File: config.mk
export PLATFORM = sky130hd
export DESIGN_NAME = bufDispatchSched
export DESIGN_NICKNAME = d
export VERILOG_FILES = /design/src/rtl/schedPkg.sv /design/src/rtl/schedDatapath.sv /design/src/rtl/schedControl.sv /design/src/rtl/bufDispatchSched.sv
export SDC_FILE = /design/constraint.sdc
export NUM_CORES = 2
export LEC_CHECK = 0
export BUFFER_PORTS_ARGS = -buffer_cell sky130_fd_sc_hd__buf_2
export CORE_ASPECT_RATIO = 0.6
export CORE_MARGIN = 3
export CORE_UTILIZATION = 45
export DETAILED_ROUTE_END_ITERATION = 8
export PLACE_DENSITY = 0.7
export SYNTH_ARGS = -nofsm -noshare
export SYNTH_HDL_FRONTEND = slang
export SYNTH_HIERARCHICAL = 1
export SYNTH_SLANG_ARGS = --single-unit
File: constraint.sdc
create_clock -name clk -period 7.8 [get_ports clk]
set_clock_uncertainty 0.1 [all_clocks]
set_input_delay 0.78 -clock clk [delete_from_list [all_inputs] [get_ports clk]]
set_output_delay 0.78 -clock clk [all_outputs]
set_load 0.005 [all_outputs]
File: src/rtl/schedPkg.sv
package schedPkg;
  // Strobes from control to datapath, valid for one cycle.
  typedef struct packed {
    logic popPq;     // urgent head dispatched this cycle
    logic advList;   // order-list position moves on
    logic markList;  // list head dispatched this cycle
  } schedStrobe_t;
endpackage

File: src/rtl/schedDatapath.sv
module schedDatapath
  import schedPkg::*;
#(
  parameter int NUM_BUF    = 32,
  parameter int CNT_W      = 8,
  parameter int LIST_DEPTH = 32,
  localparam int IDX_W  = $clog2(NUM_BUF),
  localparam int LIDX_W = $clog2(LIST_DEPTH),
  localparam int LPTR_W = $clog2(LIST_DEPTH + 1)
) (
  input  logic             clk,
  input  logic             rstN,
  input  logic             stepRestart,
  input  logic             cfgWe,
  input  logic [IDX_W-1:0] cfgIdx,
  input  logic [CNT_W-1:0] cfgExpect,
  input  logic             cfgPrio,
  input  logic             listWe,
  input  logic [IDX_W-1:0] listData,
  input  logic             pktValid,
  input  logic [IDX_W-1:0] pktSrc,
  input  schedStrobe_t     strb,
  output logic             pqEmpty,
  output logic [IDX_W-1:0] pqHead,
  output logic             listAvail,
  output logic [IDX_W-1:0] listHead,
  output logic             listHeadComplete,
  output logic             listHeadDone,
  output logic             overflowErr
);
  logic [CNT_W-1:0]  expectMem [NUM_BUF];
  logic [CNT_W-1:0]  countMem  [NUM_BUF];
  logic [NUM_BUF-1:0] prioBits, doneBits;
  logic [IDX_W-1:0]  listMem [LIST_DEPTH];
  logic [LPTR_W-1:0] listLen, listRd;
  logic [IDX_W-1:0]  pqMem [NUM_BUF];
  logic [IDX_W-1:0]  pqRdPtr, pqWrPtr;
  logic [IDX_W:0]    pqCnt;

  logic pktFull, pktLast, pushPq;

  always_comb begin
    pktFull = (countMem[pktSrc] == expectMem[pktSrc]);
    pktLast = pktValid && !pktFull && ((countMem[pktSrc] + CNT_W'(1)) == expectMem[pktSrc]);
    pushPq  = pktLast && prioBits[pktSrc];
  end

  assign pqEmpty          = (pqCnt == '0);
  assign pqHead           = pqMem[pqRdPtr];
  assign listAvail        = (listRd < listLen);
  assign listHead         = listMem[listRd[LIDX_W-1:0]];
  assign listHeadComplete = (countMem[listHead] == expectMem[listHead]);
  assign listHeadDone     = doneBits[listHead];

  // Per-slot configuration, counts and dispatched marks.
  always_ff @(posedge clk) begin
    if (!rstN) begin
      for (int i = 0; i < NUM_BUF; i++) begin
        expectMem[i] <= '0;
        countMem[i]  <= '0;
      end
      prioBits <= '0;
      doneBits <= '0;
    end else begin
      for (int i = 0; i < NUM_BUF; i++) begin
        if (cfgWe && cfgIdx == IDX_W'(i)) begin
          expectMem[i] <= cfgExpect;
          prioBits[i]  <= cfgPrio;
        end
        if (stepRestart) begin
          countMem[i] <= '0;
          doneBits[i] <= 1'b0;
        end else begin
          if (pktValid && !pktFull && pktSrc == IDX_W'(i))
            countMem[i] <= countMem[i] + CNT_W'(1);
          if ((strb.popPq && pqHead == IDX_W'(i)) ||
              (strb.markList && listHead == IDX_W'(i)))
            doneBits[i] <= 1'b1;
        end
      end
    end
  end

  // Order list: append on write, read position per step.
  always_ff @(posedge clk) begin
    if (!rstN) begin
      listLen <= '0;
      listRd  <= '0;
    end else begin
      if (listWe && listLen < LPTR_W'(LIST_DEPTH)) begin
        listMem[listLen[LIDX_W-1:0]] <= listData;
        listLen <= listLen + LPTR_W'(1);
      end
      if (stepRestart)       listRd <= '0;
      else if (strb.advList) listRd <= listRd + LPTR_W'(1);
    end
  end

  // Urgent queue, one entry per slot at most per step.
  always_ff @(posedge clk) begin
    if (!rstN || stepRestart) begin
      pqRdPtr <= '0;
      pqWrPtr <= '0;
      pqCnt   <= '0;
    end else begin
      if (pushPq) begin
        pqMem[pqWrPtr] <= pktSrc;
        pqWrPtr <= (pqWrPtr == IDX_W'(NUM_BUF - 1)) ? '0 : pqWrPtr + IDX_W'(1);
      end
      if (strb.popPq)
        pqRdPtr <= (pqRdPtr == IDX_W'(NUM_BUF - 1)) ? '0 : pqRdPtr + IDX_W'(1);
      pqCnt <= pqCnt + (pushPq ? 1'b1 : 1'b0) - (strb.popPq ? 1'b1 : 1'b0);
    end
  end

  always_ff @(posedge clk) begin
    if (!rstN || stepRestart)              overflowErr <= 1'b0;
    else if (pktValid && pktFull)          overflowErr <= 1'b1;
  end

  assert_urgent_once_R7: assert property (@(posedge clk) disable iff (!rstN)
    strb.popPq |-> !doneBits[pqHead]);
  assert_list_once_R7: assert property (@(posedge clk) disable iff (!rstN)
    strb.markList |-> !doneBits[listHead]);
  assert_pop_nonempty_R5: assert property (@(posedge clk) disable iff (!rstN)
    strb.popPq |-> pqCnt != '0);
  assert_list_complete_R6: assert property (@(posedge clk) disable iff (!rstN)
    strb.markList |-> listHeadComplete);
  assert_no_overflow_clear_R3: assert property (@(posedge clk) disable iff (!rstN)
    (overflowErr && !stepRestart) |=> overflowErr);
  assert_restart_clear_R9: assert property (@(posedge clk) disable iff (!rstN)
    stepRestart |=> (!overflowErr && pqCnt == '0 && listRd == '0));
  assert_list_bound_R10: assert property (@(posedge clk) disable iff (!rstN)
    listRd <= listLen);
endmodule

File: src/rtl/schedControl.sv
module schedControl
  import schedPkg::*;
#(
  parameter int NUM_BUF = 32,
  localparam int IDX_W = $clog2(NUM_BUF)
) (
  input  logic             clk,
  input  logic             rstN,
  input  logic             stepRestart,
  input  logic             engReady,
  input  logic             pqEmpty,
  input  logic [IDX_W-1:0] pqHead,
  input  logic             listAvail,
  input  logic [IDX_W-1:0] listHead,
  input  logic             listHeadComplete,
  input  logic             listHeadDone,
  output schedStrobe_t     strb,
  output logic             dispValid,
  output logic [IDX_W-1:0] dispIdx,
  output logic             dispPrio
);
  always_comb begin
    strb      = '0;
    dispValid = 1'b0;
    dispIdx   = '0;
    dispPrio  = 1'b0;
    if (!stepRestart) begin
      if (!pqEmpty) begin
        dispValid  = 1'b1;
        dispIdx    = pqHead;
        dispPrio   = 1'b1;
        strb.popPq = engReady;
      end else if (listAvail) begin
        if (listHeadDone) begin
          strb.advList = 1'b1;
        end else if (listHeadComplete) begin
          dispValid     = 1'b1;
          dispIdx       = listHead;
          strb.advList  = engReady;
          strb.markList = engReady;
        end
      end
    end
  end

  assert_one_source_R5: assert property (@(posedge clk) disable iff (!rstN)
    !(strb.popPq && strb.advList));
  assert_handshake_R8: assert property (@(posedge clk) disable iff (!rstN)
    (strb.popPq || strb.markList) |-> (dispValid && engReady));
endmodule

File: src/rtl/bufDispatchSched.sv
module bufDispatchSched
  import schedPkg::*;
#(
  parameter int NUM_BUF    = 32,
  parameter int CNT_W      = 8,
  parameter int LIST_DEPTH = 32,
  localparam int IDX_W = $clog2(NUM_BUF)
) (
  input  logic             clk,
  input  logic             rstN,
  input  logic             stepRestart,
  input  logic             cfgWe,
  input  logic [IDX_W-1:0] cfgIdx,
  input  logic [CNT_W-1:0] cfgExpect,
  input  logic             cfgPrio,
  input  logic             listWe,
  input  logic [IDX_W-1:0] listData,
  input  logic             pktValid,
  input  logic [IDX_W-1:0] pktSrc,
  input  logic             engReady,
  output logic             dispValid,
  output logic [IDX_W-1:0] dispIdx,
  output logic             dispPrio,
  output logic             overflowErr
);
  schedStrobe_t     strb;
  logic             pqEmpty, listAvail, listHeadComplete, listHeadDone;
  logic [IDX_W-1:0] pqHead, listHead;

  schedDatapath #(.NUM_BUF(NUM_BUF), .CNT_W(CNT_W), .LIST_DEPTH(LIST_DEPTH)) uDp (
    .clk(clk), .rstN(rstN), .stepRestart(stepRestart),
    .cfgWe(cfgWe), .cfgIdx(cfgIdx), .cfgExpect(cfgExpect), .cfgPrio(cfgPrio),
    .listWe(listWe), .listData(listData),
    .pktValid(pktValid), .pktSrc(pktSrc), .strb(strb),
    .pqEmpty(pqEmpty), .pqHead(pqHead), .listAvail(listAvail), .listHead(listHead),
    .listHeadComplete(listHeadComplete), .listHeadDone(listHeadDone),
    .overflowErr(overflowErr)
  );

  schedControl #(.NUM_BUF(NUM_BUF)) uCtl (
    .clk(clk), .rstN(rstN), .stepRestart(stepRestart), .engReady(engReady),
    .pqEmpty(pqEmpty), .pqHead(pqHead), .listAvail(listAvail), .listHead(listHead),
    .listHeadComplete(listHeadComplete), .listHeadDone(listHeadDone),
    .strb(strb), .dispValid(dispValid), .dispIdx(dispIdx), .dispPrio(dispPrio)
  );
endmodule

## Yosys cells after proc, flatten, opt, wreduce, memory -nomap -nowiden

Memories as Yosys holds them, arrays and structs flattened. A register that Yosys moved wholly into a read port is not among the register bits.
Index checks and enable logic that the tools add are counted.

- $add $sub $neg: 39
- Order comparisons: 4
- Equal/unequal tests: 129
- Muxes and demuxes: 361
- Bitwise operators: 97
- Reduce and logical (&&, ||, !) cells: 174

Operator list:

| cell | count |
|---|---|
| two-way mux 8 bit | 96 |
| == test 5 bit (second input constant) | 66 |
| adder 8 x 1 -> 8 bit (second input constant) | 33 |
| two-way mux 1 bit | 248 |
| == test 5 x 4 -> 1 bit (second input constant) | 32 |
| logical AND 1 bit | 133 |
| bitwise OR 1 bit | 96 |
| == test 5 x 3 -> 1 bit (second input constant) | 16 |
| two-way mux 5 bit | 11 |
| == test 5 x 2 -> 1 bit (second input constant) | 8 |
| logical OR 1 bit | 33 |
| == test 8 bit | 3 |
| == test 5 x 1 -> 1 bit (second input constant) | 4 |
| zero test 5 bit | 4 |
| adder 6 x 1 -> 6 bit (second input constant) | 2 |
| < comparator 5 x 6 -> 1 bit (second input constant) | 2 |
| adder 5 x 1 -> 5 bit (second input constant) | 2 |
| binary-select mux 1 bit (select 5 bit) | 2 |
| adder 6 bit | 1 |
| zero test 6 bit | 1 |
| < comparator 6 bit | 1 |
| < comparator 6 bit (second input constant) | 1 |
| two-way mux 2 bit | 3 |
| subtractor 6 bit | 1 |
| 4 further kinds | 5 |

- Register bits after elaboration: 93
- RAM bits: 832
- Output and inout bits: 8
- Word-level logic and storage cells: 878
- Memories kept: 4

Memories:

| name | depth | bits a word | rd ports | clocked after memory_dff | wr ports | line | RTL |
|---|---|---|---|---|---|---|---|
| uDp.countMem | 32 | 8 | 34 | 0 | 32 | schedDatapath.sv:32 | `logic [CNT_W-1:0] countMem [NUM_BUF];` |
| uDp.expectMem | 32 | 8 | 2 | 0 | 32 | schedDatapath.sv:31 | `logic [CNT_W-1:0] expectMem [NUM_BUF];` |
| uDp.listMem | 32 | 5 | 1 | 1 | 1 | schedDatapath.sv:34 | `logic [IDX_W-1:0] listMem [LIST_DEPTH];` |
| uDp.pqMem | 32 | 5 | 1 | 1 | 1 | schedDatapath.sv:36 | `logic [IDX_W-1:0] pqMem [NUM_BUF];` |

## Logic depth before layout (Yosys ltp)

An unclocked memory read counts as a cell.

- Depth in word-level cells: 10
- Gate-level depth with buffers: 27
- Gate-level depth less buffers: 23

## Modules after synthesis

The synthesis kept the hierarchy.

Modules (own cells, without submodules):

| module | times used | cells each | area an instance (µm²) | seq. area each (µm²) |
|---|---|---|---|---|
| schedDatapath | 1 | 3865 | 47982.3 | 27045.9 |
| schedControl | 1 | 15 | 116.4 | 0.0 |

## Worst setup path before layout

No wires, ideal clock.

- Path type: in2reg
- Start point: input port pktSrc[1]
- End point: register uDp.pqCnt[4]
- Library setup time: 0.128 ns
- Arrival: 5.039 ns
- Required time: 7.572 ns
- Setup slack: 2.534 ns
- Cell stages on the path: 24
- Path through: buf_2 > buf_4 > mux4_2 > mux4_2 > mux2i_1 > inv_1 > ha_1 > xnor2_1 > nor4b_1 > nand3_1 > nor3_1 > buf_4 > inv_1 > ha_1 > inv_1 > ha_1 > inv_1 > fa_1 > inv_1 > a21oi_1 > nor2_1 > nor2_1 > xor2_1 > nor2_1

- Longest elaborated chain between the ends: 9

Ends and longest elaborated chain:

| what | line | RTL |
|---|---|---|
| from (decl) | bufDispatchSched.sv:19 | `input logic [IDX_W-1:0] pktSrc,` |
| branches (longest 5 deep; another with memory (32 x 8 bit)) | -- |  |
| logical AND 1 bit (*) | schedDatapath.sv:45 | `pushPq = pktLast && prioBits[pktSrc];` |
| two-way mux 1 bit (*) | schedDatapath.sv:112 | `pqCnt <= pqCnt + (pushPq ? 1'b1 : 1'b0) - (strb.popPq ? 1'b1 : 1'b0);` |
| adder 6 bit (*) | schedDatapath.sv:112 |  |
| subtractor 6 bit (*) | schedDatapath.sv:112 |  |
| to (signal assigned) | schedDatapath.sv:112 |  |
| to (decl) | schedDatapath.sv:38 | `logic [IDX_W:0] pqCnt;` |

Mark *: on every way between the ends. The select of a mux whose other input is x is not followed.
A chain may end at the register's enable or synchronous reset.

==> results.sh <==
export IMPL_avgViaCountPerCell=6.46
export IMPL_synth_most_common_cell="edfxtp_1"
export IMPL_syn_nets=3970
export IMPL_seq_area_frac_synth=0.562
export IMPL_status="completed"
export IMPL_rsz0062_at_grt="false"
export IMPL_final_area_sq_mm=0.0527
export IMPL_clkLatencyLatePin_ns=0.72
export IMPL_fin_crit_ns=7.51
export IMPL_synth_enable_flop_cells=832
export IMPL_synth_area_top_cells="edfxtp_1, mux4_2, nor2_1"
export IMPL_netlist_area_sq_mm=0.0481
export IMPL_grt_pass1_vias=31284
export IMPL_portBuffers=38
export IMPL_fmax_ghz=0.133
export IMPL_clock_sinks=935
export IMPL_setup_worst_path_class="reg2out"
export IMPL_postSynthAreaPerCell_sq_um=12.4
export IMPL_grt_pass1_wl_mm=213
export IMPL_fin_util=0.499
export IMPL_slew_headroom=0.189
export IMPL_cp_end_kind="primary output"
export IMPL_die_w_um=428
export IMPL_required_ns=6.92
export IMPL_ant_nets=0
export IMPL_drtIter0Drc=5572
export IMPL_ys_ff_latch=935
export IMPL_antenna_found_initial=2
export IMPL_max_cap_violations=0
export IMPL_grt_ovfl_total=0
export IMPL_setup_viol=0
export IMPL_grtUsageTotal=0.256
export IMPL_hp_start="uDp/overflowErr"
export IMPL_hold_violations=0
export IMPL_holdPathStages=2
export IMPL_cellLeakagePower_nw=17.6
export IMPL_clockRootBuffer="clkbuf_16"
export IMPL_worst_pin_slew_ns=1.22
export IMPL_crit_path_start_kind="register"
export IMPL_ir_worst_vdd_mv=0.161
export IMPL_worstReg2RegEnd="uDp/doneBits[15]"
export IMPL_place_area_sq_mm=0.0497
export IMPL_wire_per_inst_um=27.3
export IMPL_core_sq_mm=0.106
export IMPL_cts_htree_levels=3
export IMPL_n_fill_cell=9006
export IMPL_cts_tree="done"
export IMPL_slew_viol_final=0
export IMPL_drive_gt1_frac=0.147
export IMPL_worstPathMaxFanout=20
export IMPL_fin_nets=3932
export IMPL_finalPower_mw=11.6
export IMPL_power_density_mw_per_mm2=220
export IMPL_area_growth_pct=9.53
export IMPL_die_y_um=259
export IMPL_period_share=0.963
export IMPL_vias=34415
export IMPL_post_dp_hpwl_mm=100
export IMPL_routabilityCongestion=1.01
export IMPL_synth_cell_types=72
export IMPL_clk_path_buf_depth=3
export IMPL_synthTopCellsByCount="edfxtp_1, nor2_1, nand2_1"
export IMPL_initial_core_util=0.456
export IMPL_multi_input_area_sq_mm=0.0198
export IMPL_yosysWarnings=6
export IMPL_die_area_sq_mm=0.111
export IMPL_worst_r2r_setup_slack_ns=1.01
export IMPL_tns_ns=0
export IMPL_firstDrtPassIters=6
export IMPL_reg2regPathDepth=20
export IMPL_regArea_sq_mm=0.0271
export IMPL_drt_wl_total_mm=145
export IMPL_io_pins=39
export IMPL_drc_errors=0
export IMPL_grt_max_degree=102
export IMPL_syn_inst=3880
export IMPL_min_to="uDp/overflowErr"
export IMPL_synth_top_area_share=0.519
export IMPL_hold_class="reg2reg"
export IMPL_async_reset_ff_frac=0
export IMPL_place_ws_ns=0.528
export IMPL_cts_buffers=87
export IMPL_layout_setup_ws_ns=0.287
export IMPL_path_clk_slew_ns=0.07
export IMPL_synth_top_area_cell="edfxtp_1"
export IMPL_num_rows=92
export IMPL_arrival_ns=6.63
export IMPL_synthFlopType="edfxtp_1"
[per-stage QoR]
step	cells	hold WS, ns
floorplan	3880	0.340
global placement	5163	0.346
detailed placement	5163	0.352
CTS	5326	0.340
global route	5326	0.381
finish	5327	0.365
[layout by cell type, fill, tap and decap left out, types with 7 or more instances in the layout]
master,n
xor2_1,164
buf_12,8
nand2_2,29
a31oi_1,14
clkbuf_16,87
o21ai_0,34
a221oi_1,27
nand4_1,10
clkbuf_1,17
bufinv_16,10
and3_1,105
nand3_2,7
ha_1,58
mux2_2,11
a21oi_1,37
a21boi_0,29
a211oi_1,61
o22ai_1,21
clkinv_1,16
mux4_2,258
mux2i_1,116
nor2_1,556
nor2b_1,18
inv_1,66
clkinvlp_4,10
buf_2,34
xnor2_1,62
buf_4,61
nor3_1,9
a41oi_1,30
clkinv_2,12
edfxtp_1,832
dfxtp_1,99
and2_1,39
nand3_1,318
a22oi_1,15
a311oi_1,50
nand2_1,466
nand2b_1,17
[how the worst max path moves through the flow]
stage	cells past startpoint	from	slack, ns	to
floorplan	24	pktSrc[1]	2.53	uDp/pqCnt[4]
global placement	17	register	0.69	dispIdx[0]
detailed placement	17	register	0.53	dispIdx[4]
CTS	17	register	0.05	dispIdx[4]
global route	18	register	0.004	dispIdx[4]
finish	17	register	0.29	dispIdx[4]
[power by group]
part	internal, mW	total, mW	switching, mW
combinational	0.475	1.31	0.838
sequential	5.62	5.80	0.187
clock	2.45	4.46	2.01
[metal layers]
metal  wire length (um)  track usage  up-vias  share of wire
li1                   -            -    14477              -
met1              62300        0.404    17105           0.43
met2              54200        0.312     2552           0.37
met3              25500        0.114      273           0.18
met4               3000       0.0576        8          0.021
met5                193      0.00388        -         0.0013
[worst max-delay path, stage by stage (launching register included)]
cell,delay [ns]
dfxtp_4,0.59
buf_4,0.38
mux4_2,0.55
mux4_2,0.53
mux2i_4,0.38
inv_1,0.13
buf_4,0.31
nor2_1,0.22
a32oi_1,0.12
o21ai_0,0.71
o22ai_1,0.24
xor2_1,0.19
nand2_1,0.10
nor4_4,0.54
buf_4,0.23
nor2b_1,0.33
a32o_1,0.24
buf_2,0.12
[registers in the layout (all words and copies together), names as in the netlist, named ones only]
register	count
uDp/countMem	256
uDp/doneBits	32
uDp/expectMem	256
uDp/listLen	6
uDp/listMem	160
uDp/listRd	6
uDp/overflowErr	1
uDp/pqCnt	6
uDp/pqMem	160
uDp/pqRdPtr	5
uDp/pqWrPtr	5
uDp/prioBits	32
[repair_timing]
item	in CTS	in global routing
hold buffers	0	0
pin swaps	0	1
setup buffers	0	0
resized for setup	4	12
endpoints found under the setup margin	6	6
[layout make-up]
cell class,instances,share of cell area
Antenna cell,1,0.0000475
Clock buffer,107,0.0433
Clock inverter,56,0.0129
Inverter,70,0.00523
Multi-Input combinational cell,2642,0.376
Sequential cell,935,0.514
Tap cell,1410,0.0335
Timing Repair Buffer,106,0.0158
[logic make-up (layout without fill, tap and decap cells)]
| family | after synthesis | in the layout | synth area share |
|---|---|---|---|
| other cells | 0 | 1 | 0 |
| buf+inv | 303 | 339 | 0.0277 |
| mux | 389 | 389 | 0.149 |
| xor+xnor | 226 | 226 | 0.0412 |
| compound gates | 360 | 360 | 0.0550 |
| fa+ha+maj | 59 | 59 | 0.0155 |
| flops | 935 | 935 | 0.562 |
| simple gates | 1608 | 1608 | 0.149 |
No activity file was read; power rests on OpenSTA's default activity.
